**config.mk**
```make
export PLATFORM = sky130hd
export DESIGN_NAME = expgain_shadow
export DESIGN_NICKNAME = d
export VERILOG_FILES = /design/src/rtl/expgain_pkg.sv /design/src/rtl/expgain_frame_edge.sv /design/src/rtl/expgain_exp_stage.sv /design/src/rtl/expgain_gain_lane.sv /design/src/rtl/expgain_shadow.sv
export SDC_FILE = /design/constraint.sdc
export NUM_CORES = 1
export LEC_CHECK = 0
export BUFFER_PORTS_ARGS = -buffer_cell sky130_fd_sc_hd__buf_2
export CORE_MARGIN = 3
export CORE_UTILIZATION = 56
export DETAILED_ROUTE_END_ITERATION = 10
export HOLD_SLACK_MARGIN = 0.03
export PLACE_DENSITY = 0.8
export SYNTH_ARGS = -nofsm -noshare
export SYNTH_HDL_FRONTEND = slang
export SYNTH_SLANG_ARGS = --single-unit
```
**constraint.sdc**
```tcl
create_clock -name clk -period 5.4 [get_ports clk]
set_input_delay 0.81 -clock clk [delete_from_list [all_inputs] [get_ports clk]]
set_output_delay 0.81 -clock clk [all_outputs]
set_load 0.005 [all_outputs]
```
**src/rtl/expgain_pkg.sv**
```systemverilog
package expgain_pkg;
  localparam int NCOLOR = 4;
  localparam int SEL_W  = 3;
  localparam logic [SEL_W-1:0] SEL_EXP        = 3'd0;
  localparam logic [SEL_W-1:0] SEL_BROADCAST  = 3'd1;
  localparam int               SEL_COLOR_BASE = 4;
endpackage

```
**src/rtl/expgain_frame_edge.sv**
```systemverilog
module expgain_frame_edge (
  input  logic clk,
  input  logic rst_n,
  input  logic frame_valid,
  output logic frame_start
);
  logic fv_q;
  logic fv_d;

  always_comb fv_d = frame_valid;

  always_ff @(posedge clk or negedge rst_n) begin
    if (!rst_n) fv_q <= 1'b0;
    else        fv_q <= fv_d;
  end

  assign frame_start = frame_valid & ~fv_q;
endmodule

```
**src/rtl/expgain_exp_stage.sv**
```systemverilog
module expgain_exp_stage #(
  parameter int EXP_W   = 16,
  parameter int TAG_W   = 8,
  parameter int RST_EXP = 0
) (
  input  logic             clk,
  input  logic             rst_n,
  input  logic             frame_start,
  input  logic             exp_wr,
  input  logic [EXP_W-1:0] wr_data,
  input  logic [TAG_W-1:0] frame_idx,
  output logic [EXP_W-1:0] live_exp,
  output logic [TAG_W-1:0] exp_tag,
  output logic             exp_pend
);
  logic [EXP_W-1:0] pend_q, pend_d, live_q, live_d;
  logic [TAG_W-1:0] tag_q, tag_d;
  logic             vld_q, vld_d;

  always_comb begin
    pend_d = pend_q;
    vld_d  = vld_q;
    live_d = live_q;
    tag_d  = tag_q;
    if (frame_start && vld_q) begin
      live_d = pend_q;
      tag_d  = frame_idx + TAG_W'(2);
      vld_d  = 1'b0;
    end
    if (exp_wr) begin
      pend_d = wr_data;
      vld_d  = 1'b1;
    end
  end

  always_ff @(posedge clk or negedge rst_n) begin
    if (!rst_n) begin
      pend_q <= '0;
      vld_q  <= 1'b0;
      live_q <= EXP_W'(RST_EXP);
      tag_q  <= '0;
    end else begin
      pend_q <= pend_d;
      vld_q  <= vld_d;
      live_q <= live_d;
      tag_q  <= tag_d;
    end
  end

  assign live_exp = live_q;
  assign exp_tag  = tag_q;
  assign exp_pend = vld_q;
endmodule

```
**src/rtl/expgain_gain_lane.sv**
```systemverilog
module expgain_gain_lane #(
  parameter int GAIN_W   = 3,
  parameter int RST_GAIN = 1
) (
  input  logic              clk,
  input  logic              rst_n,
  input  logic              frame_start,
  input  logic              exp_pend,
  input  logic              wr_hit,
  input  logic [GAIN_W-1:0] wr_val,
  output logic [GAIN_W-1:0] live_gain,
  output logic              dly_vld
);
  logic [GAIN_W-1:0] pend_q, pend_d, dly_q, dly_d, live_q, live_d;
  logic              pvld_q, pvld_d, dvld_q, dvld_d;

  always_comb begin
    pend_d = pend_q;
    pvld_d = pvld_q;
    dly_d  = dly_q;
    dvld_d = dvld_q;
    live_d = live_q;
    if (frame_start) begin
      if (dvld_q) begin
        live_d = dly_q;
        dvld_d = 1'b0;
      end
      if (pvld_q) begin
        pvld_d = 1'b0;
        if (exp_pend) begin
          dly_d  = pend_q;
          dvld_d = 1'b1;
        end else begin
          live_d = pend_q;
        end
      end
    end
    if (wr_hit) begin
      pend_d = wr_val;
      pvld_d = 1'b1;
    end
  end

  always_ff @(posedge clk or negedge rst_n) begin
    if (!rst_n) begin
      pend_q <= '0;
      pvld_q <= 1'b0;
      dly_q  <= '0;
      dvld_q <= 1'b0;
      live_q <= GAIN_W'(RST_GAIN);
    end else begin
      pend_q <= pend_d;
      pvld_q <= pvld_d;
      dly_q  <= dly_d;
      dvld_q <= dvld_d;
      live_q <= live_d;
    end
  end

  assign live_gain = live_q;
  assign dly_vld   = dvld_q;
endmodule

```
**src/rtl/expgain_shadow.sv**
```systemverilog
module expgain_shadow
  import expgain_pkg::*;
#(
  parameter int EXP_W    = 16,
  parameter int GAIN_W   = 3,
  parameter int TAG_W    = 8,
  parameter int RST_EXP  = 0,
  parameter int RST_GAIN = 1
) (
  input  logic                     clk,
  input  logic                     rst_n,
  input  logic                     frame_valid,
  input  logic                     wr_en,
  input  logic [SEL_W-1:0]         wr_sel,
  input  logic [EXP_W-1:0]         wr_data,
  output logic [EXP_W-1:0]         live_exp,
  output logic [NCOLOR*GAIN_W-1:0] live_gain,
  output logic [TAG_W-1:0]         frame_idx,
  output logic [TAG_W-1:0]         exp_tag
);
  logic [1:0]        rst_pipe;
  logic              rst_sync_n;
  logic              frame_start;
  logic              exp_wr, bcast_wr, exp_pend;
  logic [NCOLOR-1:0] lane_hit, gain_dly_vld;
  logic [TAG_W-1:0]  idx_q, idx_d;

  always_ff @(posedge clk or negedge rst_n) begin
    if (!rst_n) rst_pipe <= 2'b00;
    else        rst_pipe <= {rst_pipe[0], 1'b1};
  end
  assign rst_sync_n = rst_pipe[1];

  expgain_frame_edge u_edge (
    .clk(clk), .rst_n(rst_sync_n), .frame_valid(frame_valid), .frame_start(frame_start)
  );

  assign exp_wr   = wr_en && (wr_sel == SEL_EXP);
  assign bcast_wr = wr_en && (wr_sel == SEL_BROADCAST);

  always_comb idx_d = frame_start ? idx_q + TAG_W'(1) : idx_q;

  always_ff @(posedge clk or negedge rst_sync_n) begin
    if (!rst_sync_n) idx_q <= '0;
    else             idx_q <= idx_d;
  end
  assign frame_idx = idx_q;

  expgain_exp_stage #(.EXP_W(EXP_W), .TAG_W(TAG_W), .RST_EXP(RST_EXP)) u_exp (
    .clk(clk), .rst_n(rst_sync_n), .frame_start(frame_start), .exp_wr(exp_wr),
    .wr_data(wr_data), .frame_idx(idx_q), .live_exp(live_exp), .exp_tag(exp_tag),
    .exp_pend(exp_pend)
  );

  for (genvar c = 0; c < NCOLOR; c++) begin : g_lane
    assign lane_hit[c] = bcast_wr || (wr_en && (wr_sel == SEL_W'(SEL_COLOR_BASE + c)));
    expgain_gain_lane #(.GAIN_W(GAIN_W), .RST_GAIN(RST_GAIN)) u_lane (
      .clk(clk), .rst_n(rst_sync_n), .frame_start(frame_start), .exp_pend(exp_pend),
      .wr_hit(lane_hit[c]), .wr_val(wr_data[GAIN_W-1:0]),
      .live_gain(live_gain[c*GAIN_W +: GAIN_W]), .dly_vld(gain_dly_vld[c])
    );
  end
endmodule

```
### Word-level counts from Yosys, hierarchy flattened

Index checks and enable logic that the tools add are counted.

| storage, ports and cells | value |
|---|---|
| word-level logic and storage cells | 81 |
| register bits | 96 |
| input bits | 23 |

| cells by class | value |
|---|---|
| bitwise operators | 2 |
| reductions and logical operators | 21 |
| multiplexer cells | 24 |
| eq/ne operators | 5 |
| $add $sub $neg | 2 |

Operators with widths:

| cell | number |
|---|---|
| $mux 3 | 12 |
| $eq 3x3->1 const B | 4 |
| $mux 1 | 12 |
| $reduce_and 3->1 | 4 |
| $reduce_bool 2->1 | 5 |
| $add 8x1->8 const B | 1 |
| $add 8x2->8 const B | 1 |
| $logic_and 1x1->1 | 7 |
| $logic_or 1x1->1 | 4 |
| $eq 3x1->1 const B | 1 |
| $logic_not 3->1 | 1 |
| $and 1x1->1 | 1 |
| $not 1->1 | 1 |

### Logic depth before layout (Yosys ltp)

| logic depth | value |
|---|---|
| word-level depth | 5 |
| depth in mapped cells | 5 |
| mapped depth without buffers | 4 |

### Modules after synthesis

Synthesis repeated with hierarchy kept, for this count alone.

| second synthesis, totals | value |
|---|---|
| cells, all modules | 294 |
| area, all modules | 3997.6 um2 |

Modules (own cells, without submodules):

| module | cells each | times used | seq. area each (um2) | area each (um2) |
|---|---|---|---|---|
| expgain_gain_lane | 36 | 4 | 276.5 | 466.7 |
| expgain_exp_stage | 109 | 1 | 1026.0 | 1644.1 |
| expgain_shadow | 39 | 1 | 250.2 | 447.9 |
| expgain_frame_edge | 2 | 1 | 25.0 | 38.8 |

### Worst setup path after synthesis

Ideal clock, no wire load.

| path | value |
|---|---|
| path type | input to register |
| from | input port wr_sel[1] |
| to | register u_exp.pend_q[10] |
| data arrival time | 1.721 ns |
| library setup time | 0.125 ns |
| required time | 5.275 ns |
| stages | 4 |
| path buffers | 1 |
| path slack | 3.554 ns |
| cell sequence | nand2b_4 > nor3_4 > buf_8 > mux2_2 |

| on the way | value |
|---|---|
| word-level cells in the longest chain between the ends | 2 |

RTL lines:

| what | RTL line | text |
|---|---|---|
| start: declaration | expgain_shadow.sv:14 | `input logic [SEL_W-1:0] wr_sel,` |
| $logic_not 3->1 | expgain_shadow.sv:38 | `assign exp_wr = wr_en && (wr_sel == SEL_EXP);` |
| $logic_and 1x1->1 | expgain_shadow.sv:38 |  |
| end signal: assignment | expgain_exp_stage.sv:43 | `pend_q <= pend_d;` |
| end: declaration | expgain_exp_stage.sv:16 | `logic [EXP_W-1:0] pend_q, pend_d, live_q, live_d;` |

No other way between the ends.
A chain may end at the register's enable or synchronous reset.

### Final worst setup path

| path | value |
|---|---|
| from | register u_exp.vld_q, in the netlist u_exp.exp_pend |
| to | register g_lane[3].u_lane.dly_q[1] |

| on the way | value |
|---|---|
| word-level cells in the longest chain between the ends | 1 |

RTL lines:

| what | RTL line | text |
|---|---|---|
| start: declaration | expgain_exp_stage.sv:18 | `logic vld_q, vld_d;` |
| start signal: assignment | expgain_exp_stage.sv:44 | `vld_q <= vld_d;` |
| $reduce_and 3->1 (no line) | n/a |  |
| end signal: assignment | expgain_gain_lane.sv:54 | `dly_q <= dly_d;` |
| end: declaration | expgain_gain_lane.sv:14 | `logic [GAIN_W-1:0] pend_q, pend_d, dly_q, dly_d, live_q, live_d;` |

No other way between the ends.

==> implementation parameters <==
Parameter                              Value

Cells and area
  Antenna diodes    0
  Sequential cell area    0.00241 mm^2
  # fillers    511
  Multi-input gate area in the final layout    0.00148 mm^2
  Ratio of cells with drive above 1 in the final layout    0.335
  Area delta synth->final    14.6%
  Post-layout net count    417

Timing
  Max frequency    0.425 GHz
  Sum of negative setup slack    0 ps
  Final-report max-slew violation count    0
  Slew HR    0.344
  Final setup viols    0
  Post-route fraction of the period consumed by the critical path    0.436
  Hold Vio Cnt, Final    0
  Final Critical Period    2360 ps
  Worst-case hold slack    223 ps
  Setup repair after global routing missed its margin    no
  Worst clock skew    10.3 ps
  Actual transition at the worst max-transition pin    983 ps

Power
  Logic gate share of total power    0.225
  Sequential power share    0.561
  P_int    0.00136 W
  Leakage power    2.24 nW
  Power Density    432 mW/mm^2
  Net switching component of the power    0.000591 W
  Switching power as a share of total power    0.303
  Worst vdd rail ir drop    0.223 mV
  Clock power frac    0.214

Synth
  Library cells used by synthesis    32
  Share of synthesized cell area in full adder, half adder and majority cells    0.00634
  Post-synthesis compound-gate area fraction    0.0710
  Syn nets    350
  Top area cells in the synthesized netlist    dfrtp_1 (58%), mux2_2 (11%), nand2_1 (7.4%), and3b_1 (3.1%), dfstp_2 (2.7%)
  Yosys top cell area share    0.584
  Synth Area in XOR/XNOR    0.0266
  Part of the Yosys area used for sequential elements    0.610
  Dominant combinational cell family by area after synthesis    simple AND/OR/NAND/NOR gates
  Synth Area per Inst    12.1 um^2
  Multiplexer share of the synthesized area    0.114
  Cell type with the highest aggregate area in the netlist    dfrtp_1
  Post-synthesis instance area    0.00395 mm^2
  Gate Count Post-Synth    325
  FF+latch count, synth    96
  Simple-Gate Fraction of Synth Area    0.155
  Yosys warning total    0

Drt
  First drt pass iteration count    4
  Number of design-rule violations left by the first detailed-router iteration    140
  Via count    2561
  Number of nets still failing antenna checks after routing    0
  Average routed wire per standard cell    15.0 um
  Via density per instance    5.23
  Final WL    7340 um
  DRC violations left    0

Clock tree
  Clock Root Buffer    clkbuf_8
  Clock Pin Slew Worst Setup and Hold Paths    90 ps
  Clock latency on the worst-skew pair    350 ps
  CTS sink count    96
  Number of hold buffers added after CTS    0
  Num CTS Buffers    9
  CTS HTree Levels    3
  Buffers inserted during post-CTS setup optimization    0
  Number of buffers on the longest clock path    2
  Clock tree from TritonCTS    yes
  Post-CTS sizing    0

Global routing
  Via count of the first global-routing pass    2634
  Largest net degree at the start of global routing    54
  Initial antenna violation count    0
  Overflow left after global routing    0
  Overall Global Routing Usage    0.192
  Global-route wire length before repair    12600 um

Floorplan
  Die H    89.9 um
  Placeable Area    0.00657 mm^2
  Initial standard-cell utilization of the core    0.601
  Area of the die    0.00809 mm^2
  I/O pin total    67
  Number of cell rows    29
  DIE WIDTH    89.9 um

Setup path
  Startpoint types    register
  Data required time at the worst endpoint    5640 ps
  Arrival time worst endpoint    2590 ps
  Endpoint type of the worst setup path    register
  Type of the worst setup path    register to register
  Startpoint of the worst register-to-register path    u_exp.exp_pend$_DFFE_PN0P_
  Reg2reg end    g_lane[3].u_lane.dly_q[1]$_DFFE_PN0P_
  Slack of the worst reg-to-reg path    3040 ps
  Length in cells of the worst reg-to-reg path    3
  Critical-path maximum fanout    25

Worst hold path
  Classification of the worst-slack hold path    input pin to async pin

Placed design
  Number of buffers added on ports    66
  Gpl congestion    0.805
  Half-perimeter wire length after detailed placement    4970 um

Flow run
  Max-capacitance violation count    0

Run status
  Status    completed
-- metal layers --
metal	vias up	track usage	part of all wire
met4	0	0.0753	0.0082
met5	-	0	0
met2	48	0.315	0.50
met1	1254	0.256	0.46
li1	1254	-	-
met3	5	0.0351	0.034
-- layout by cell type (no fill, tap or decap), types with 2 or more instances in the layout --
cell / Yosys / layout
a21o_1: 2 / 2
a31oi_1: 14 / 14
and3b_1: 14 / 14
buf_2: 4 / 66
clkbuf_8: 0 / 9
clkinv_4: 0 / 3
clkinvlp_4: 0 / 2
dfrtp_1: 92 / 91
dfstp_2: 4 / 4
ha_1: 2 / 2
mux2_2: 40 / 40
nand2_1: 78 / 78
nand2b_1: 5 / 5
nand3_1: 3 / 3
nand3b_1: 2 / 2
nor2_1: 4 / 4
nor2b_1: 5 / 5
nor3_1: 2 / 2
o21ai_0: 11 / 11
o2bb2ai_1: 12 / 12
or3_1: 2 / 2
xnor2_1: 6 / 6
xor2_1: 6 / 6
-- power groups by stage --
stage / registers [W] / logic (W) / clock network, W
floorplan: 0.00109 / 0.000251 / 0
global placement: 0.00110 / 0.000434 / 0
detailed placement: 0.00111 / 0.000447 / 0
CTS: 0.00109 / 0.000449 / 0.000428
global route: 0.00113 / 0.000495 / 0.000459
finish: 0.00109 / 0.000439 / 0.000419
-- final cells by class --
cell class,count,area share
well taps,93,0.0257
multi-input cells,217,0.327
clock buffers,10,0.0282
clock inverters,6,0.0102
repair buffers,67,0.0748
flip-flops and latches,96,0.533
inverters,1,0.000831
-- Yosys cell counts, drive strengths merged --
master	count
conb	1
clkbuf	6
dfrtp	92
o2bb2ai	12
a21o	3
nand2b	6
nand2	78
xnor2	6
and3b	14
nor3	3
nor2	4
inv	1
a31oi	14
buf	5
dfstp	4
ha	2
nor3b	1
and3	1
xor2	6
o21ai	12
or3	2
nand3	3
nor2b	5
nor4	1
nand3b	3
mux2	40
-- logic make-up (layout without fill, tap and decap cells) --
group / Yosys count / count (layout)
muxes: 40 / 40
DFF: 96 / 96
xor gates and xnor gates: 12 / 12
buffers and inverters: 12 / 84
AOI/OAI and AO/OA: 41 / 41
and+or+nand+nor: 121 / 121
adders and majority gates: 2 / 2
other: 1 / 1
-- state kept, by name (all words and copies together) (netlist names) --
| register | count |
|---|---|
| rst_pipe | 2 |
| g_lane.u_lane.pvld_q | 4 |
| g_lane.u_lane.dly_q | 12 |
| u_exp.exp_tag | 8 |
| g_lane.u_lane.pend_q | 12 |
| g_lane.u_lane.dly_vld | 4 |
| g_lane.u_lane.live_gain | 12 |
| u_edge.fv_q | 1 |
| frame_idx | 8 |
| u_exp.pend_q | 16 |
| u_exp.live_exp | 16 |
| u_exp.exp_pend | 1 |
-- through the flow --
step | setup slack (ps) | cell area [um^2] | instances | power [W] | util
floorplan | 2530 | 3950 | 325 | 0.00134 | -
global placement | 2950 | 4350 | 474 | 0.00153 | 0.662
detailed placement | 2860 | 4350 | 474 | 0.00155 | 0.662
CTS | 3010 | 4520 | 490 | 0.00197 | 0.688
global route | 2810 | 4520 | 490 | 0.00208 | 0.688
finish | 3040 | 4520 | 490 | 0.00195 | 0.688
-- how the worst max path moves through the flow --
stage | depth (start not counted) | endpoint | start | slack, ps
2_1_floorplan | 0 | frame_idx[0]$_DFFE_PN0P_ | rst_pipe[1]$_DFF_PN0_ | 2530
3_3_place_gp | 4 | g_lane[0].u_lane.dly_q[2]$_DFFE_PN0P_ | frame_valid | 2950
3_5_place_dp | 4 | g_lane[2].u_lane.dly_q[0]$_DFFE_PN0P_ | frame_valid | 2860
4_1_cts | 3 | g_lane[2].u_lane.dly_q[0]$_DFFE_PN0P_ | u_exp.exp_pend$_DFFE_PN0P_ | 3010
5_1_grt | 3 | g_lane[2].u_lane.dly_q[1]$_DFFE_PN0P_ | u_exp.exp_pend$_DFFE_PN0P_ | 2810
6_report | 3 | g_lane[3].u_lane.dly_q[1]$_DFFE_PN0P_ | u_exp.exp_pend$_DFFE_PN0P_ | 3040
-- worst max-delay path: stages (launching register included) --
cell,delay [ps]
dfrtp_1,730
and3b_1,890
nand2_1,280
mux2_2,340
Power figures use the tool's default switching activity.
